File: config.mk
export PLATFORM = sky130hd
export DESIGN_NAME = fas_addsub
export DESIGN_NICKNAME = d
export VERILOG_FILES = /design/src/rtl/fas_pkg.sv /design/src/rtl/fas_unpack.sv /design/src/rtl/fas_magop.sv /design/src/rtl/fas_pack.sv /design/src/rtl/fas_addsub.sv
export SDC_FILE = /design/constraint.sdc
export NUM_CORES = 1
export LEC_CHECK = 0
export ABC_AREA = 0
export CAP_MARGIN = 10
export CORE_MARGIN = 2
export CORE_UTILIZATION = 41
export DETAILED_ROUTE_END_ITERATION = 12
export DONT_BUFFER_PORTS = 1
export SYNTH_ARGS = -nofsm -noshare
export SYNTH_HDL_FRONTEND = slang
export SYNTH_SLANG_ARGS = --single-unit
File: constraint.sdc
create_clock -name clk -period 4.4 [get_ports clk]
set_input_delay 0.88 -clock clk [delete_from_list [all_inputs] [get_ports clk]]
set_output_delay 0.88 -clock clk [all_outputs]
set_load 0.005 [all_outputs]
File: src/rtl/fas_pkg.sv
package fas_pkg;
   localparam int unsigned FAS_CODE_W = 4;
   localparam logic [FAS_CODE_W-1:0] FAS_CODE_NONE     = 4'd0;
   localparam logic [FAS_CODE_W-1:0] FAS_CODE_EXP_HIGH = 4'd2;

   typedef enum logic [2:0] {
      ST_IDLE,
      ST_ALIGN,
      ST_OP,
      ST_NORM,
      ST_PACK
   } fas_state_e;
endpackage

File: src/rtl/fas_unpack.sv
module fas_unpack #(
   parameter int unsigned W  = 32,
   parameter int unsigned EW = 8,
   parameter int unsigned EI = EW + 3
) (
   input  logic [W-1:0]          word_i,
   output logic                  neg_o,
   output logic signed [EI-1:0]  exp_o,
   output logic [W-1:0]          mant_o
);
   localparam int unsigned FW = W - 1 - EW;
   localparam logic signed [EI-1:0] BIAS_S = EI'(1 << (EW - 1));

   logic [W-1:0]  mag;
   logic [EW-1:0] fld;

   always_comb begin
      neg_o = word_i[W-1];
      mag   = word_i[W-1] ? -word_i : word_i;
      fld   = mag[W-2 -: EW];
      if (fld == '0) begin
         exp_o  = '0;
         mant_o = '0;
      end else begin
         exp_o  = $signed({{(EI-EW){1'b0}}, fld}) - BIAS_S;
         mant_o = {1'b1, mag[FW-1:0], {EW{1'b0}}};
      end
   end
endmodule

File: src/rtl/fas_magop.sv
module fas_magop #(
   parameter int unsigned W  = 32,
   parameter int unsigned EI = 11
) (
   input  logic [W-1:0]          ma_i,
   input  logic [W-1:0]          mb_i,
   input  logic signed [EI-1:0]  exp_i,
   input  logic                  sa_i,
   input  logic                  sb_i,
   input  logic                  mode_i,
   output logic [W-1:0]          mant_o,
   output logic signed [EI-1:0]  exp_o,
   output logic                  neg_o
);
   localparam logic signed [EI-1:0] ONE_E = EI'(1);

   logic         eff_sub;
   logic [W:0]   sum;
   logic [W:0]   dif;

   always_comb begin
      eff_sub = sa_i ^ sb_i ^ mode_i;
      sum     = {1'b0, ma_i} + {1'b0, mb_i};
      dif     = {1'b0, ma_i} - {1'b0, mb_i};
      mant_o  = sum[W-1:0];
      exp_o   = exp_i;
      neg_o   = sa_i;
      if (!eff_sub) begin
         if (sum[W]) begin
            mant_o = {1'b1, sum[W-1:1]};
            exp_o  = exp_i + ONE_E;
         end
      end else begin
         if (dif[W]) begin
            mant_o = -dif[W-1:0];
            neg_o  = ~sa_i;
         end else begin
            mant_o = dif[W-1:0];
         end
      end
   end
endmodule

File: src/rtl/fas_pack.sv
module fas_pack #(
   parameter int unsigned W  = 32,
   parameter int unsigned EW = 8,
   parameter int unsigned EI = EW + 3
) (
   input  logic [W-1:0]          mant_i,
   input  logic signed [EI-1:0]  exp_i,
   input  logic                  neg_i,
   output logic [W-1:0]          word_o,
   output logic                  ovf_o
);
   localparam logic signed [EI-1:0] BIAS_S = EI'(1 << (EW - 1));
   localparam logic signed [EI-1:0] MAX_B  = EI'((1 << EW) - 1);
   localparam logic signed [EI-1:0] ONE_E  = EI'(1);
   localparam logic signed [EI-1:0] ZERO_E = '0;

   logic [W:0]          rsum;
   logic [W-1:0]        mn;
   logic signed [EI-1:0] en;
   logic signed [EI-1:0] biased;
   logic [W-1:0]        pos;

   always_comb begin
      rsum   = {1'b0, mant_i} + ({{W{1'b0}}, mant_i[EW-1]} << EW);
      mn     = rsum[W-1:0];
      en     = exp_i;
      if (rsum[W]) begin
         mn = rsum[W:1];
         en = exp_i + ONE_E;
      end
      biased = en + BIAS_S;
      pos    = {1'b0, biased[EW-1:0], mn[W-2:EW]};
      ovf_o  = 1'b0;
      word_o = '0;
      if (!mant_i[W-1]) begin
         word_o = '0;
      end else if (biased > MAX_B) begin
         ovf_o  = 1'b1;
      end else if (biased < ZERO_E) begin
         word_o = '0;
      end else begin
         word_o = neg_i ? -pos : pos;
      end
   end
endmodule

File: src/rtl/fas_addsub.sv
module fas_addsub
   import fas_pkg::*;
#(
   parameter int unsigned W         = 32,
   parameter int unsigned EW        = 8,
   parameter bit          FAST_NORM = 1'b1
) (
   input  logic                  clk,
   input  logic                  rst_n,
   input  logic                  start,
   input  logic [W-1:0]          op_a,
   input  logic [W-1:0]          op_b,
   input  logic                  sub_mode,
   output logic                  done,
   output logic [W-1:0]          result,
   output logic                  err,
   output logic [FAS_CODE_W-1:0] err_code
);
   localparam int unsigned EI   = EW + 3;
   localparam int unsigned CW   = $clog2(W);
   localparam int unsigned HALF = W / 2;
   localparam logic signed [EI-1:0] MAX_SH = EI'(W - 1);
   localparam logic signed [EI-1:0] ZERO_E = '0;
   localparam logic signed [EI-1:0] ONE_E  = EI'(1);
   localparam logic signed [EI-1:0] HALF_E = EI'(HALF);
   localparam logic [CW-1:0]        CNT_ONE = CW'(1);

   if ((W % 2) != 0 || EW < 2 || (W - 1 - EW) < 2 || EW > 16) begin : g_bad_cfg
      $error("fas_addsub: unsupported width configuration");
   end

   fas_state_e           state_q;
   logic [W-1:0]         ma_q, mb_q, acc_q;
   logic signed [EI-1:0] ea_q, e_q;
   logic                 sa_q, sb_q, mode_q, sign_q, sel_a_q;
   logic [CW-1:0]        cnt_q;

   logic                 ua_s, ub_s;
   logic signed [EI-1:0] ua_e, ub_e, diff_ba, diff_ab;
   logic [W-1:0]         ua_m, ub_m;
   logic [W-1:0]         op_m, nrm_acc, pk_word;
   logic signed [EI-1:0] op_e, nrm_e;
   logic                 op_s, pk_ovf;

   fas_unpack #(.W(W), .EW(EW), .EI(EI)) u_unp_a (
      .word_i(op_a), .neg_o(ua_s), .exp_o(ua_e), .mant_o(ua_m));
   fas_unpack #(.W(W), .EW(EW), .EI(EI)) u_unp_b (
      .word_i(op_b), .neg_o(ub_s), .exp_o(ub_e), .mant_o(ub_m));

   fas_magop #(.W(W), .EI(EI)) u_mag (
      .ma_i(ma_q), .mb_i(mb_q), .exp_i(ea_q), .sa_i(sa_q), .sb_i(sb_q),
      .mode_i(mode_q), .mant_o(op_m), .exp_o(op_e), .neg_o(op_s));

   fas_pack #(.W(W), .EW(EW), .EI(EI)) u_pack (
      .mant_i(acc_q), .exp_i(e_q), .neg_i(sign_q),
      .word_o(pk_word), .ovf_o(pk_ovf));

   assign diff_ba = ub_e - ua_e;
   assign diff_ab = ua_e - ub_e;

   if (FAST_NORM) begin : g_leap
      always_comb begin
         if (acc_q[W-1:HALF] == '0) begin
            nrm_acc = acc_q << HALF;
            nrm_e   = e_q - HALF_E;
         end else begin
            nrm_acc = acc_q << 1;
            nrm_e   = e_q - ONE_E;
         end
      end
   end else begin : g_bitwise
      always_comb begin
         nrm_acc = acc_q << 1;
         nrm_e   = e_q - ONE_E;
      end
   end

   always_ff @(posedge clk or negedge rst_n) begin
      if (!rst_n) begin
         state_q  <= ST_IDLE;
         ma_q     <= '0;
         mb_q     <= '0;
         acc_q    <= '0;
         ea_q     <= '0;
         e_q      <= '0;
         sa_q     <= 1'b0;
         sb_q     <= 1'b0;
         mode_q   <= 1'b0;
         sign_q   <= 1'b0;
         sel_a_q  <= 1'b0;
         cnt_q    <= '0;
         done     <= 1'b0;
         err      <= 1'b0;
         result   <= '0;
         err_code <= FAS_CODE_NONE;
      end else begin
         done <= 1'b0;
         err  <= 1'b0;
         unique case (state_q)
            ST_IDLE: begin
               if (start) begin
                  ma_q    <= ua_m;
                  mb_q    <= ub_m;
                  ea_q    <= ua_e;
                  sa_q    <= ua_s;
                  sb_q    <= ub_s;
                  mode_q  <= sub_mode;
                  state_q <= ST_OP;
                  if (ua_m == '0 || ub_m == '0) begin
                     if (ua_m == '0) ea_q <= ub_e;
                  end else if (diff_ba > ZERO_E) begin
                     ea_q <= ub_e;
                     if (diff_ba > MAX_SH) begin
                        ma_q <= '0;
                     end else begin
                        cnt_q   <= diff_ba[CW-1:0];
                        sel_a_q <= 1'b1;
                        state_q <= ST_ALIGN;
                     end
                  end else if (diff_ab > ZERO_E) begin
                     if (diff_ab > MAX_SH) begin
                        mb_q <= '0;
                     end else begin
                        cnt_q   <= diff_ab[CW-1:0];
                        sel_a_q <= 1'b0;
                        state_q <= ST_ALIGN;
                     end
                  end
               end
            end
            ST_ALIGN: begin
               if (sel_a_q) ma_q <= ma_q >> 1;
               else         mb_q <= mb_q >> 1;
               cnt_q <= cnt_q - CNT_ONE;
               if (cnt_q == CNT_ONE) state_q <= ST_OP;
            end
            ST_OP: begin
               acc_q   <= op_m;
               e_q     <= op_e;
               sign_q  <= op_s;
               state_q <= ST_NORM;
            end
            ST_NORM: begin
               if (acc_q == '0 || acc_q[W-1]) begin
                  state_q <= ST_PACK;
               end else begin
                  acc_q <= nrm_acc;
                  e_q   <= nrm_e;
               end
            end
            ST_PACK: begin
               done     <= 1'b1;
               err      <= pk_ovf;
               result   <= pk_ovf ? '0 : pk_word;
               err_code <= pk_ovf ? FAS_CODE_EXP_HIGH : FAS_CODE_NONE;
               state_q  <= ST_IDLE;
            end
            default: state_q <= ST_IDLE;
         endcase
      end
   end
endmodule

==> summary.txt, run 1 <==
Global routing
  • GRT overflow: 0
  • Vias in the first global route: 15400
  • Global-route wire length before repair: 81.6 mm
  • Largest net degree at the start of global routing: 164
  • Initial antenna violation count: 0
  • GRT Util Overall: 23.8%

Floorplan
  • Die W: 206 µm
  • Rows: 73
  • Starting density of the core: 41.8%
  • DIE AREA: 42400 µm²
  • Core ar.: 40000 µm²
  • Die height: 206 µm
  • IO Pins: 106

Timing
  • Setup_tns: -34.32 ns
  • Endpoints failing hold: 0
  • RSZ-0062 raised after global routing: yes
  • Fin crit period: 5.04 ns
  • Final worst slack: -0.635 ns
  • Fmax: 199 MHz
  • Hold slack: 0.124 ns
  • Final setup fails: 64
  • Tightest Pin Transition: 1.07 ns
  • Period utilization: 114%
  • Worst Skew: 0.0119 ns
  • Slew margin rel.: 28.4%
  • Max-slew violations: 0

Final layout
  • Area Overhead vs Synth: 19.8%
  • Final net count: 2437
  • Filler cells: 3885
  • Antenna diodes: 0
  • Layout Cells excl Fill: 2808
  • Final Cell Area: 20000 µm²
  • Layout cell share with drive strength beyond 1: 19.2%

Clock tree
  • TritonCTS Sinks: 163
  • Worst skew pair latency: 0.46 ns
  • CTS Buf Count: 17
  • CTS tree: done
  • H-tree depth: 4
  • CTS Buffer Depth: 2
  • Clock transition at path regs: 0.07 ns
  • Hold-fix buffers, CTS: 0
  • Clock root cell: clkbuf_16

Setup path
  • R2r startpoint: mb_q[10]$_DFFE_PN0P_
  • CP Capture Point: cnt_q[0]$_DFFE_PN0P_
  • Crit-path slowest cell: or4_4
  • Worst EP required: 4.78 ns
  • R2r endpoint: acc_q[31]$_DFFE_PN0P_
  • R2r setup slk: 0.18 ns
  • Buf/Inv on CP: 1
  • Startpoint Class: input port
  • Worst path most repeated cell: or4_4
  • Worst setup EP type: register
  • Critical path origin: op_b[8]
  • Worst Setup Path Type: input port to register
  • Cell count of the worst reg-to-reg path: 14
  • CP cell instances: or4_4 -> or4_4 -> or4_4 -> nand2_2 -> xor2_2 -> ha_2 -> fa_2 -> inv_2 -> a21o_1 -> a21o_1 -> nand3_2 -> or4b_4 -> a31oi_2 -> o2111a_1 -> a21bo_4 -> or3_1 -> o211ai_2
  • Worst-path fanout max: 6
  • Top Family by Delay on Critical Path: simple AND/OR/NAND/NOR gates
  • Critical Path AT: 5.42 ns
  • Stages on worst setup path: 17
  • Crit-path max cell delay: 0.60 ns

Detailed routing
  • Initial drt markers: 1158
  • Antenna-violating nets left: 0
  • Vias per inst: 5.86
  • WL per Instance: 18.3 µm
  • Via count: 16500
  • Drt total wl: 51.4 mm
  • Pre-antenna DRT Iters: 5
  • Drc violations: 0

Outcome
  • Failing checks: negative setup slack
  • Status: finished, violations left

Placement
  • Post-placement cell count: 2754
  • Port bufs: 0
  • DP Wirelength: 39.9 mm
  • Gpl congestion: 0.937
  • DP Area: 18700 µm²
  • Setup WS pre-CTS: -1.14 ns

Logic synthesis
  • Syn Area/Cell: 7.80 µm²
  • Post-synth EDFFs: 0
  • Synth Register Bits: 163
  • Count leader, synth: nand2_1
  • Cell count after synthesis: 2144
  • Yosys top cell area share: 24.4%
  • Ys async rst share: 100%
  • Predominant post-synthesis flop cell: dfrtp_1
  • Post-synthesis sequential area ratio: 24.4%
  • Synth top cells by count: nand2_1 (219), o21ai_0 (183), dfrtp_1 (163), a21oi_1 (140), nor2_1 (135)
  • Largest cells by area after synthesis: dfrtp_1 (24%), ha_1 (7.1%), xnor2_1 (6.6%)
  • Cell Area, Synth: 16700 µm²
  • Synth cell types: 93
  • Yosys warns: 0
  • Yosys top cell by area: dfrtp_1

Power and ir drop
  • Maximum vdd drop: 0.377 mV
  • Lkg Pwr: 8.49 nW
  • PD cells: 808 nW/µm²

Hold path
  • Type of the most critical hold path: input port to asynchronous set/reset pin

Run
  • Max_cap viols: 0
## routing by layer
layer	up-vias	part of all wire (%)	GRT usage, %
li1	8090	-	-
met1	7827	48	33.7
met2	493	45	37.8
met3	51	5.3	3.74
met4	0	1.7	5.89
met5	-	0	0
## cell families (layout without fill, tap and decap cells)
group	Yosys count	count (layout)	share of synthesized area [%]
buf+inv	252	389	5.93
simple gates	672	672	20.0
xor+xnor	207	207	10.9
mux	37	37	2.28
fa+ha+maj	99	99	7.59
compound gates	713	713	28.9
other cells	1	3	0.0224
flops	163	163	24.4
## per-stage QoR
stage	power (mW)	utilization [%]
finish	16.2	50.1
global route	17.5	50.1
CTS	15.6	48.8
detailed placement	14.0	46.6
global placement	13.8	46.6
floorplan	10.5	-
## worst reg2reg max path, cell delays in order (launching register included)
cell       delay (ns)
dfrtp_1          0.42
inv_1            0.07
ha_1             0.45
or3_1            0.47
nor2_1           0.15
nand2_1          0.10
a221oi_1         0.42
o21ai_0          0.27
a2111oi_1        0.54
buf_4            0.20
o21ai_0          0.17
o31ai_1          0.30
xnor2_1          0.15
o31ai_1          0.20
o21ai_0          0.17
## layout make-up
type                    count  area, µm²  area share, %
multi-input cells        1731      12300           61.5
inverters                 115        432           2.15
flip-flops and latches    163       4080           20.4
clock buffers              20        467           2.33
repair buffers            242       1980           9.88
clock inverters            12       97.6          0.487
well taps                 525        657           3.28
## flip-flops by register name, summed over array words and instances (netlist names), 3 cells and up
| register | flops |
|---|---|
| mb_q | 32 |
| ea_q | 8 |
| result | 32 |
| state_q | 3 |
| cnt_q | 5 |
| acc_q | 32 |
| ma_q | 32 |
| e_q | 11 |
## where the power goes
| part | switching [mW] | internal [mW] | leakage (nW) |
|---|---|---|---|
| logic | 6.84 | 5.02 | 6.09 |
| clock network | 0.685 | 0.777 | 0.275 |
| registers | 0.779 | 2.09 | 2.12 |
| total | 8.30 | 7.89 | 8.49 |
## worst min-delay path by stage
| stage | startpoint | end | slack, ns | cells past startpoint |
|---|---|---|---|---|
| finish | rst_n | acc_q[2]$_DFFE_PN0P_ | 0.12 | 0 |
| floorplan | result[24]$_DFFE_PN0P_ | result[24]$_DFFE_PN0P_ | 0.46 | 2 |
| CTS | rst_n | result[22]$_DFFE_PN0P_ | 0.1 | 0 |
| global placement | sb_q$_DFFE_PN0P_ | sb_q$_DFFE_PN0P_ | 0.48 | 2 |
| global route | rst_n | acc_q[2]$_DFFE_PN0P_ | 0.11 | 0 |
| detailed placement | sb_q$_DFFE_PN0P_ | sb_q$_DFFE_PN0P_ | 0.48 | 2 |
## what timing repair did
action | in CTS | in global routing
pin swaps | 16 | 30
setup endpoints to repair | 65 | 102
cloned | 1 | 4
resized for setup | 40 | 87
buffers inserted | 9 | 9
## cell usage in the layout (no fill, tap or decap), types with 16 or more instances in the layout
cell and instances:
nor4_1 21, o211ai_1 24, xnor2_1 123, o31ai_1 35, o21ai_0 150, a22oi_2 17
nand3_1 57, o21ai_2 23, nor2_1 129, ha_1 91, xor2_1 76, nand4_1 16
a22o_1 33, dfrtp_1 163, and3_1 19, mux2i_1 25, buf_4 229, a21o_1 27
a21oi_1 131, nor3_1 58, o21ai_1 29, or3_1 16, inv_1 109, a22oi_1 33
nand2_1 216, clkbuf_16 20, a31oi_1 28
No activity file was read; power rests on OpenSTA's default activity.
==> run 2: changes to the inputs <==
- CTS_CLUSTER_DIAMETER: not set -> 200
- TNS_END_PERCENT: not set -> 20
- clock period: 4.4 -> 5.56 ns (I/O delays scaled with it)
==> run 2 against run 1 <==
Compared with the run above:
- the run now ends clean
- wire length decreased by 5.6%
- flip-flop and latch count unchanged
- first-iteration DRC count decreased by 7.6%
- register-to-register slack improved by 0.44 ns
- critical path type unchanged
- critical endpoint is now ea_q[2]$_DFFE_PN0P_
- highest routed layer unchanged
==> summary.txt, run 2 (same netlist as run 1, synthesis figures left out) <==
Outcome
  • Status: completed

Setup path
  • Crit-path max cell delay: 0.60 ns
  • Worst-path fanout max: 10
  • Startpoint Class: input port
  • Cell count of the worst reg-to-reg path: 15
  • R2r startpoint: acc_q[7]$_DFFE_PN0P_
  • Worst EP required: 5.87 ns
  • Crit-path slowest cell: or4_4
  • R2r endpoint: result[30]$_DFFE_PN0P_
  • Top Family by Delay on Critical Path: compound AO/OA/AOI/OAI gates
  • Stages on worst setup path: 17
  • R2r setup slk: 0.62 ns
  • Worst setup EP type: register
  • CP cell instances: or4_4 -> or4_4 -> or4_4 -> nand2_1 -> xor2_1 -> ha_2 -> nor2b_1 -> o21a_1 -> o21ai_2 -> a21oi_4 -> a311o_1 -> nand3_1 -> a311oi_2 -> a211o_2 -> o21ai_4 -> mux2i_1 -> o21ai_1
  • Critical Path AT: 5.60 ns
  • CP Capture Point: ea_q[2]$_DFFE_PN0P_
  • Critical path origin: op_b[8]
  • Worst Setup Path Type: input port to register
  • Worst path most repeated cell: or4_4
  • Buf/Inv on CP: 0

Floorplan
  • Core ar.: 40000 µm²
  • Die height: 206 µm
  • Rows: 73
  • Die W: 206 µm
  • DIE AREA: 42400 µm²
  • IO Pins: 106
  • Starting density of the core: 41.8%

Timing
  • Fin crit period: 5.30 ns
  • Setup_tns: 0 ns
  • Hold slack: 0.363 ns
  • Tightest Pin Transition: 1.06 ns
  • Max-slew violations: 0
  • Period utilization: 95.3%
  • Worst Skew: 0.00975 ns
  • Endpoints failing hold: 0
  • RSZ-0062 raised after global routing: yes
  • Slew margin rel.: 29.7%
  • Final setup fails: 0
  • Fmax: 189 MHz

Final layout
  • Final net count: 2301
  • Commonest non-fill, non-tap cell in the layout: nand2_1
  • Final Cell Area: 18400 µm²
  • Antenna diodes: 0
  • Area Overhead vs Synth: 9.82%
  • Commonest non-fill, non-tap cells in the layout: nand2_1 (219), o21ai_0 (179), dfrtp_1 (163), a21oi_1 (135), nor2_1 (130)
  • Layout Cells excl Fill: 2672
  • Layout cell share with drive strength beyond 1: 10.6%

Global routing
  • Largest net degree at the start of global routing: 164
  • GRT Util Overall: 23.2%
  • GRT overflow: 0
  • Initial antenna violation count: 0
  • Global-route wire length before repair: 79.9 mm
  • Vias in the first global route: 15000

Detailed routing
  • Drt total wl: 48.5 mm
  • Drc violations: 0
  • Initial drt markers: 1070
  • Antenna-violating nets left: 0
  • Via count: 15700
  • Vias per inst: 5.89
  • Pre-antenna DRT Iters: 5
  • WL per Instance: 18.2 µm

Clock tree
  • TritonCTS Sinks: 163
  • Clock root cell: clkbuf_16
  • CTS Buffer Depth: 2
  • H-tree depth: 4
  • Worst skew pair latency: 0.45 ns
  • CTS tree: done
  • CTS Buf Count: 17
  • Clock transition at path regs: 0.07 ns

Power and ir drop
  • PD cells: 634 nW/µm²
  • Tot Pwr: 11.6 mW
  • Lkg Pwr: 7.64 nW
  • Maximum vdd drop: 0.338 mV

Placement
  • DP Wirelength: 38.6 mm
  • DP Area: 17700 µm²
  • Port bufs: 0
  • Gpl congestion: 0.930
  • Post-placement cell count: 2640

Hold path
  • Type of the most critical hold path: input port to asynchronous set/reset pin

Run
  • Max_cap viols: 0
run 2: area by class of cell:
cell class                      instances  area [µm²]
Fill cell                            4032       21600
Multi-Input combinational cell       1731       11800
Sequential cell                       163        4080
Timing Repair Buffer                  106         821
Tap cell                              525         657
Clock buffer                           20         457
Inverter                              115         432
Clock inverter                         12         130
run 2: worst min path at each step:
stage,end,slack (ns),cells past startpoint,startpoint
after CTS,result[10]$_DFFE_PN0P_,0.34,0,rst_n
after global routing,result[14]$_DFFE_PN0P_,0.33,0,rst_n
after global placement,sb_q$_DFFE_PN0P_,0.48,2,sb_q$_DFFE_PN0P_
final,result[10]$_DFFE_PN0P_,0.36,0,rst_n
after detailed placement,sb_q$_DFFE_PN0P_,0.49,2,sb_q$_DFFE_PN0P_
after floorplan,result[24]$_DFFE_PN0P_,0.46,2,result[24]$_DFFE_PN0P_
run 2: worst reg2reg max path, cell delays in order, from the launching register on:
cell and delay, ns:
dfrtp_1 0.48, ha_1 0.26, ha_1 0.27, nand4_1 0.16, nor3_2 0.39, and3_1 0.39
mux2i_1 0.30, ha_1 0.28, o2111ai_1 0.22, or3_1 0.48, nor4_1 0.52, nand3b_1 0.20
or2_2 0.34, o31ai_1 0.25, xnor2_1 0.10, a22o_1 0.19
run 2: per-stage QoR:
stage / setup slack, ns / utilization [%]
floorplan: -0.0107 / -
global placement: -0.138 / 44.4
detailed placement: -0.215 / 44.4
CTS: 0.198 / 45.8
global route: -0.0101 / 45.9
finish: 0.264 / 45.9
run 2: what timing repair did:
item                                    in CTS  in global routing
resized for setup                            0                  6
endpoints found under the setup margin       0                 37
hold buffers                                 0                  0
setup buffers                                0                  0
run 2: power breakdown:
group / total (mW) / internal, mW / leakage, nW / switching (mW)
Clock: 1.20 / 0.685 / 0.287 / 0.514
Combinational: 8.11 / 3.19 / 5.24 / 4.92
Sequential: 2.33 / 1.66 / 2.12 / 0.675
run 2: routing by layer:
metal	part of all wire [%]	track usage, %
met2	45	36.5
met1	50	33.5
met3	4.4	3.30
met5	0	0
met4	1.2	4.95
